**src/rtl/frt_pkg.sv**
```systemverilog
package frt_pkg;

  localparam int unsigned ADR_W  = 3;
  localparam int unsigned CAP_N  = 4;
  localparam int unsigned FLAG_N = CAP_N + 3;

  typedef enum logic [ADR_W-1:0] {
    REG_COUNT = 3'd0,
    REG_CMPA  = 3'd1,
    REG_CMPB  = 3'd2,
    REG_CTRL  = 3'd3,
    REG_CAPA  = 3'd4,
    REG_CAPB  = 3'd5,
    REG_CAPC  = 3'd6,
    REG_CAPD  = 3'd7
  } reg_addr_e;

  // flag vector positions; status bit = flag index + 1
  localparam int unsigned FL_OVF  = 0;
  localparam int unsigned FL_CMPB = 1;
  localparam int unsigned FL_CMPA = 2;

  function automatic int unsigned cap_flag_idx(input int unsigned ch);
    return FLAG_N - 1 - ch;
  endfunction

endpackage

```
**src/rtl/frt_rst_sync.sv**
```systemverilog
module frt_rst_sync (
  input  logic clk,
  input  logic rst_ni,
  output logic rst_no
);

  logic [1:0] stage_q;

  always_ff @(posedge clk or negedge rst_ni) begin
    if (!rst_ni) stage_q <= 2'b00;
    else         stage_q <= {stage_q[0], 1'b1};
  end

  assign rst_no = stage_q[1];

endmodule

```
**src/rtl/frt_edge_sync.sv**
```systemverilog
module frt_edge_sync #(
  parameter int unsigned STAGES = 2
) (
  input  logic clk,
  input  logic rst_n,
  input  logic pin_i,
  output logic rise_o
);

  logic [STAGES-1:0] sync_q, sync_d;
  logic              last_q;

  always_comb begin
    sync_d = {sync_q[STAGES-2:0], pin_i};
  end

  always_ff @(posedge clk or negedge rst_n) begin
    if (!rst_n) begin
      sync_q <= '0;
      last_q <= 1'b0;
    end else begin
      sync_q <= sync_d;
      last_q <= sync_q[STAGES-1];
    end
  end

  assign rise_o = sync_q[STAGES-1] & ~last_q;

endmodule

```
**src/rtl/frt_flag_cell.sv**
```systemverilog
module frt_flag_cell (
  input  logic clk,
  input  logic rst_n,
  input  logic set_i,
  input  logic rd_i,
  input  logic wr_i,
  input  logic wbit_i,
  output logic flag_o,
  output logic arm_o
);

  logic flag_q, flag_d, arm_q, arm_d;
  logic clr;

  always_comb begin
    clr    = wr_i & arm_q & ~wbit_i;
    flag_d = set_i | (flag_q & ~clr);
    arm_d  = wr_i ? 1'b0 : (arm_q | (rd_i & flag_q));
  end

  always_ff @(posedge clk or negedge rst_n) begin
    if (!rst_n) begin
      flag_q <= 1'b0;
      arm_q  <= 1'b0;
    end else begin
      flag_q <= flag_d;
      arm_q  <= arm_d;
    end
  end

  assign flag_o = flag_q;
  assign arm_o  = arm_q;

endmodule

```
**src/rtl/frt_capcmp.sv**
```systemverilog
module frt_capcmp
  import frt_pkg::*;
#(
  parameter int unsigned CNT_W       = 16,
  parameter int unsigned SYNC_STAGES = 2
) (
  input  logic                 clk,
  input  logic                 rst_n,
  input  logic [CAP_N-1:0]     cap_in,
  input  logic                 bus_sel,
  input  logic                 bus_wr,
  input  logic [ADR_W-1:0]     bus_addr,
  input  logic [CNT_W-1:0]     bus_wdata,
  output logic [CNT_W-1:0]     bus_rdata,
  output logic [CAP_N-1:0]     irq_cap,
  output logic [1:0]           irq_cmp,
  output logic                 irq_ovf
);

  localparam logic [CNT_W-1:0] CNT_ONE = CNT_W'(1);

  logic                          srst_n;
  logic [CNT_W-1:0]              cnt_q, cnt_d;
  logic [CNT_W-1:0]              ocra_q, ocrb_q;
  logic [CAP_N-1:0][CNT_W-1:0]   icr_q;
  logic                          clr_a_q;
  logic [CAP_N-1:0]              cap_rise;
  logic [FLAG_N-1:0]             set_vec, flags_q, arm_q;
  logic                          cnt_wr, ocra_wr, ocrb_wr, csr_wr, csr_rd;
  logic                          match_a, match_b, clear_hit, ovf_hit;

  frt_rst_sync u_rst (.clk(clk), .rst_ni(rst_n), .rst_no(srst_n));

  // bus decode
  always_comb begin
    cnt_wr  = bus_sel & bus_wr  & (bus_addr == REG_COUNT);
    ocra_wr = bus_sel & bus_wr  & (bus_addr == REG_CMPA);
    ocrb_wr = bus_sel & bus_wr  & (bus_addr == REG_CMPB);
    csr_wr  = bus_sel & bus_wr  & (bus_addr == REG_CTRL);
    csr_rd  = bus_sel & ~bus_wr & (bus_addr == REG_CTRL);
  end

  // counter next state; matches use the pre-update value
  always_comb begin
    match_a   = (cnt_q == ocra_q);
    match_b   = (cnt_q == ocrb_q);
    clear_hit = clr_a_q & match_a;
    ovf_hit   = (&cnt_q) & ~cnt_wr & ~clear_hit;
    if (cnt_wr)         cnt_d = bus_wdata;
    else if (clear_hit) cnt_d = '0;
    else                cnt_d = cnt_q + CNT_ONE;
  end

  always_ff @(posedge clk or negedge srst_n) begin
    if (!srst_n) cnt_q <= '0;
    else         cnt_q <= cnt_d;
  end

  always_ff @(posedge clk or negedge srst_n) begin
    if (!srst_n) begin
      ocra_q  <= '0;
      ocrb_q  <= '0;
      clr_a_q <= 1'b0;
    end else begin
      if (ocra_wr) ocra_q  <= bus_wdata;
      if (ocrb_wr) ocrb_q  <= bus_wdata;
      if (csr_wr)  clr_a_q <= bus_wdata[0];
    end
  end

  // capture channels
  for (genvar k = 0; k < CAP_N; k++) begin : g_cap
    frt_edge_sync #(.STAGES(SYNC_STAGES)) u_sync (
      .clk   (clk),
      .rst_n (srst_n),
      .pin_i (cap_in[k]),
      .rise_o(cap_rise[k])
    );

    always_ff @(posedge clk or negedge srst_n) begin
      if (!srst_n)          icr_q[k] <= '0;
      else if (cap_rise[k]) icr_q[k] <= cnt_q;
    end
  end

  // flag event vector
  always_comb begin
    set_vec          = '0;
    set_vec[FL_OVF]  = ovf_hit;
    set_vec[FL_CMPB] = match_b;
    set_vec[FL_CMPA] = match_a;
    for (int k = 0; k < int'(CAP_N); k++) begin
      set_vec[cap_flag_idx(k)] = cap_rise[k];
    end
  end

  for (genvar f = 0; f < FLAG_N; f++) begin : g_flag
    frt_flag_cell u_cell (
      .clk   (clk),
      .rst_n (srst_n),
      .set_i (set_vec[f]),
      .rd_i  (csr_rd),
      .wr_i  (csr_wr),
      .wbit_i(bus_wdata[f+1]),
      .flag_o(flags_q[f]),
      .arm_o (arm_q[f])
    );
  end

  // read mux
  always_comb begin
    bus_rdata = '0;
    case (bus_addr)
      REG_COUNT: bus_rdata = cnt_q;
      REG_CMPA:  bus_rdata = ocra_q;
      REG_CMPB:  bus_rdata = ocrb_q;
      REG_CTRL:  bus_rdata[FLAG_N:0] = {flags_q, clr_a_q};
      default:   bus_rdata = icr_q[bus_addr[1:0]];
    endcase
  end

  // interrupt levels
  always_comb begin
    for (int k = 0; k < int'(CAP_N); k++) begin
      irq_cap[k] = flags_q[cap_flag_idx(k)];
    end
    irq_cmp = {flags_q[FL_CMPB], flags_q[FL_CMPA]};
    irq_ovf = flags_q[FL_OVF];
  end

endmodule

```
**config.mk**
```make
export PLATFORM = sky130hd
export DESIGN_NAME = frt_capcmp
export DESIGN_NICKNAME = d
export VERILOG_FILES = /design/src/rtl/frt_pkg.sv /design/src/rtl/frt_rst_sync.sv /design/src/rtl/frt_edge_sync.sv /design/src/rtl/frt_flag_cell.sv /design/src/rtl/frt_capcmp.sv
export SDC_FILE = /design/constraint.sdc
export NUM_CORES = 1
export LEC_CHECK = 0
export BUFFER_PORTS_ARGS = -buffer_cell sky130_fd_sc_hd__buf_2
export CAP_MARGIN = 20
export CORE_UTILIZATION = 50
export CTS_CLUSTER_SIZE = 30
export DETAILED_ROUTE_END_ITERATION = 7
export PLACE_DENSITY = 0.71
export SETUP_SLACK_MARGIN = 0.5
export SYNTH_ARGS = -nofsm -noshare
export SYNTH_HDL_FRONTEND = slang
export SYNTH_SLANG_ARGS = --single-unit
```
**constraint.sdc**
```tcl
create_clock -name clk -period 4.35 [get_ports clk]
set_input_delay 0.87 -clock clk [delete_from_list [all_inputs] [get_ports clk]]
set_output_delay 0.87 -clock clk [all_outputs]
set_load 0.01 [all_outputs]
```
======== After elaboration in Yosys (flattened, before gate mapping) ========
Index checks and enable logic that the tools add are counted.
word-level totals
  bits in registers ....................... 141
  bits of input ports ..................... 27
  output and inout port bits .............. 23
operators by class
  $add $sub $neg .......................... 1
  $lt $le $gt $ge ......................... 1
  eq/ne operators ......................... 5
  muxes and demuxes ....................... 13
  bitwise operators ....................... 77
  reduce and logical (&&, ||, !) cells .... 2
operators by type and width
  kind                   count
  $pmux 8 s4             2
  $mux 16                3
  $and 1x1->1            42
  $bmux 16 s2            1
  $eq 16x16->1           2
  $not 1->1              21
  $add 16x1->16 const B  1
  $reduce_and 16->1      1
  $or 1x1->1             14
  $mux 1                 7
  $eq 3x2->1 const B     2
  $eq 3x1->1 const B     1
  $logic_not 3->1        1
  $lt 2x3->1 const B     1

======== Longest topological paths before layout ========
  depth in word-level cells ............... 7
  mapped depth ............................ 8

======== By module ========
A second synthesis with hierarchy kept.
second synthesis, totals
  cell total of the unflattened synthesis .. 513
  area, all modules ....................... 6846.6 µm²
modules (own cells, without submodules)
  module         instances  cells each  area an instance (µm²)
  frt_capcmp     1          452         5920.7
  frt_flag_cell  7          6           73.8
  frt_edge_sync  4          4           88.8
  frt_rst_sync   1          3           53.8

======== Worst setup path after synthesis ========
No wires, ideal clock.
  kind .................................... input to output
  start point ............................. in bus_addr[0]
  end point ............................... out bus_rdata[0]
  arrival time ............................ 2.157 ns
  slack ................................... 1.323 ns
  stages on the path ...................... 4
  buffers on the path ..................... 2
  cells stage by stage .................... buf_2 buf_2 mux4_2 mux2_2
between the ends
  word-level cells in the longest chain between the ends .. 3
  elaborated cells on any way between the ends .. 7
RTL lines
  item                           RTL line           source
  from (decl)                    frt_capcmp.sv:12   input logic [ADR_W-1:0] bus_addr,
  $bmux 16 s2                    frt_capcmp.sv:118  default: bus_rdata = icr_q[bus_addr[1:0]];
  $mux 16 (implied by the code)  frt_capcmp.sv:118
  $pmux 8 s4 *                   frt_capcmp.sv:113  case (bus_addr)
  to (decl)                      frt_capcmp.sv:14   output logic [CNT_W-1:0] bus_rdata,
Mark *: on every way between the ends. The rest lies on a longest branch, timed or not. The select of a mux whose other input is x is not followed.

======== Final worst setup path ========
  start point ............................. in bus_addr[0]
  end point ............................... out bus_rdata[12]
The elaborated chain is that of the path after synthesis.

==> results.tsv <==
stage	metric	value	unit
run_status	status	complete, no violations	
clocking	Clock transition at path regs	0.06	ns
floorplan	DIE AREA	14200	um2
global_route	largest net degree at the start of global routing	73	
floorplan	Die Ht	119	um
yosys	Yosys warning count	0	
placement	Setup WS pre-CTS	1.10	ns
critical_path	CP Capture Type	output pin	
clocking	hold buffer count at cts	0	
yosys	EDFF count, synth	0	
floorplan	row cnt	42	
yosys	Post-Syn Area	6880	um2
timing	Fin Setup TNS	0	ns
yosys	Netlist cell types	37	
clocking	H-tree Lvls	4	
timing	Hold Violations, Final	0	
drt	Via Count	4221	
drt	DRT Pass-1 Iters	4	
yosys	Yosys top cell area share	51.3	%
yosys	Net Count, Synth	548	
placement	Inst Count DP	705	
drt	final WL	15.0	mm
timing	final setup vio count	0	
timing	post-layout min period	3.22	ns
power_and_ir_drop	switching share of power	29.4	%
drt	DRC Markers	0	
global_route	GRT Util Overall	23.2	%
yosys	Main synth FF type	dfrtp_1	
yosys	FFs w/ async S/R, synth	100	%
timing	fin crit share	74.1	%
timing	Final Max Tran Viols	0	
timing	Clock Skew	0.0197	ns
global_route	global-route wire length before repair	24.7	mm
run	Maximum Capacitance Violations	0	
global_route	initial antenna violation count	0	
critical_path	critical path class	in2out	
clocking	# clock sinks	141	
clocking	number of gates resized after cts	0	
placement	Port Buffer Count	49	
power_and_ir_drop	worst vdd ir	0.347	mV
drt	routed vias/inst	5.70	
critical_path	CP arrival	2.35	ns
placement	post-DP HPWL	10.3	mm
cells_and_area	fin nets	579	
floorplan	I/O pins	50	
critical_path	CP required	3.48	ns
power_and_ir_drop	Seq pwr share	44.3	%
clocking	clk root buf	clkbuf_16	
placement	GP Congestion	0.846	
drt	Starting DRT DRC Count	238	
cells_and_area	Final Non-Filler Cells	740	
clocking	Post-CTS Setup Repair Bufs	0	
global_route	vias in the first global route	4438	
power_and_ir_drop	net switching power	1460	uW
clocking	CTS tree	done	
timing	FMAX	310	MHz
power_and_ir_drop	combinational share of power	24.6	%
yosys	Yosys top cell by area	dfrtp_1	
min_path	Hold Path Class	in2async	
clocking	Skew-Pair Late Insertion Delay	0.43	ns
cells_and_area	layout cells sized above 1	42.4	%
clocking	Inserted Clock Buffers	17	
yosys	sequential element share of the synthesized area	51.3	%
cells_and_area	post-route cell area	7890	um2
critical_path	critical path launch point type	input pin	
power_and_ir_drop	Pint	3500	uW
timing	RSZ-0062 raised after global routing	no	
clocking	maximum buffer depth of the clock tree	2	
floorplan	Core Box Area	13300	um2
cells_and_area	Filler cells	1096	
critical_path	crit path max fanout	12	
power_and_ir_drop	power per cell area	628	nW/um2
placement	Post-DP Area	7210	um2
drt	DR WL/cell	20.3	um
yosys	#FFs+latches synth	141	
timing	setup slack after layout	1.13	ns
drt	Antenna Nets Post-Route	0	
power_and_ir_drop	LEAKAGE	0.00326	uW
cells_and_area	ant diodes	0	
global_route	gr ovfl total	0	
yosys	Post-Syn Area per Cell	13.2	um2
floorplan	die width	119	um
timing	Slew HR	37.2	%
cells_and_area	area delta synth->final	14.6	%
yosys	Mapped Cells	520	
floorplan	initial core utilization	51.6	%
timing	Worst Max-Slew Pin Slew	0.942	ns
power_and_ir_drop	Clock power frac	31.1	%
yosys	Area contributors post-synth	dfrtp_1, mux2_2, mux4_2	
cells_and_area	Final Core Density	59.1	%
==> worst paths after layout <==
kind,from,endpoint,slack [ns],cells past startpoint
max,bus_addr[0],bus_rdata[12],1.13,7
min,rst_n,u_rst.stage_q[1],0.23,1
max reg2reg,cnt_q[13],cnt_q[1],1.64,5
min reg2reg,g_cap[3].u_sync.sync_q[0],g_cap[3].u_sync.sync_q[1],0.35,0
max in group asynchronous,u_rst.stage_q[1],icr_q[59],2.89,1
min in group clk,g_cap[3].u_sync.sync_q[0],g_cap[3].u_sync.sync_q[1],0.35,0
==> kinds of logic after synthesis <==
kind of cell | after synthesis | synth area share [%]
compound gates | 45 | 5.02
xor+xnor | 46 | 5.85
fa+ha+maj | 1 | 0.182
buf+inv | 61 | 4.53
flops | 141 | 51.3
mux | 138 | 26.3
other cells | 1 | 0.0545
simple gates | 87 | 6.78
==> flip-flops by register name (all words and copies together), names as in the netlist <==
| register | count |
|---|---|
| icr_q | 64 |
| cnt_q | 16 |
| ocra_q | 16 |
| ocrb_q | 16 |
| g_cap.u_sync.sync_q | 8 |
| g_flag.u_cell.arm_o | 7 |
| g_flag.u_cell.flag_o | 7 |
| g_cap.u_sync.last_q | 4 |
| u_rst.stage_q | 2 |
| clr_a_q | 1 |
==> stage by stage <==
stage	hold slack [ns]	power, uW
after floorplan	0.331	3100
after global placement	0.331	3360
after detailed placement	0.335	3430
after CTS	0.208	4980
after global routing	0.208	5220
final	0.228	4960
==> per-layer routing <==
| layer | wire length, um | track usage, % | vias to the layer above |
|---|---|---|---|
| met3 | 588 | 6.03 | 19 |
| met2 | 7340 | 35.6 | 88 |
| met5 | 0 | 0 | - |
| li1 | - | - | 1909 |
| met1 | 6780 | 32.2 | 2205 |
| met4 | 292 | 7.73 | 0 |
==> power by group through the flow <==
stage | clock network [uW] | logic [uW] | registers, uW
5_1_grt | 1620 | 1330 | 2280
3_5_place_dp | 0 | 1220 | 2220
4_1_cts | 1560 | 1230 | 2190
2_1_floorplan | 0 | 1140 | 1960
3_3_place_gp | 0 | 1180 | 2180
6_report | 1540 | 1220 | 2200
==> worst max-delay path, cell delays in order <==
cell and delay, ns:
buf_2 0.29, buf_4 0.26, nor2b_1 0.33, buf_4 0.21
a211oi_1 0.08, a21oi_1 0.16, buf_2 0.15
==> cells in the mapped netlist, drive strengths merged (5+ instances only) <==
master and instances:
a211oi 23, a21o 5, a21oi 15, buf 37
clkbuf 15, dfrtp 141, inv 9, mux2 105
mux2i 9, mux4 24, nand2 6, nand3 5
nand3b 8, nand4 11, nor2 37, nor2b 5
nor4 5, xnor2 31, xor2 15
==> cell type report <==
class	count	area [um2]	share of cell area [%]
flip-flops and latches	141	3530	44.8
multi-input cells	318	3050	38.7
clock buffers	21	470	5.96
repair buffers	64	413	5.23
well taps	176	220	2.79
clock inverters	11	164	2.08
inverters	9	33.8	0.428
==> cells in the final DEF (no fill, tap or decap), types with 2 or more instances in the layout <==
cell,instances
buf_12,2
a211oi_2,9
buf_2,49
bufinv_16,4
buf_8,4
or3_1,2
a211oi_1,14
clkinvlp_4,2
nand4_1,11
a21oi_1,15
nand2_1,6
mux2i_1,9
mux2_2,104
mux4_2,24
and4_1,2
nand3b_1,7
inv_1,9
nand3_1,5
clkbuf_16,17
xnor2_1,31
nor2b_2,4
nor2_1,37
nor4_1,5
buf_4,9
clkbuf_8,3
dfrtp_1,140
a21o_1,5
clkinv_2,4
xor2_1,15
Note: power is estimated with default switching activity, not from simulation.
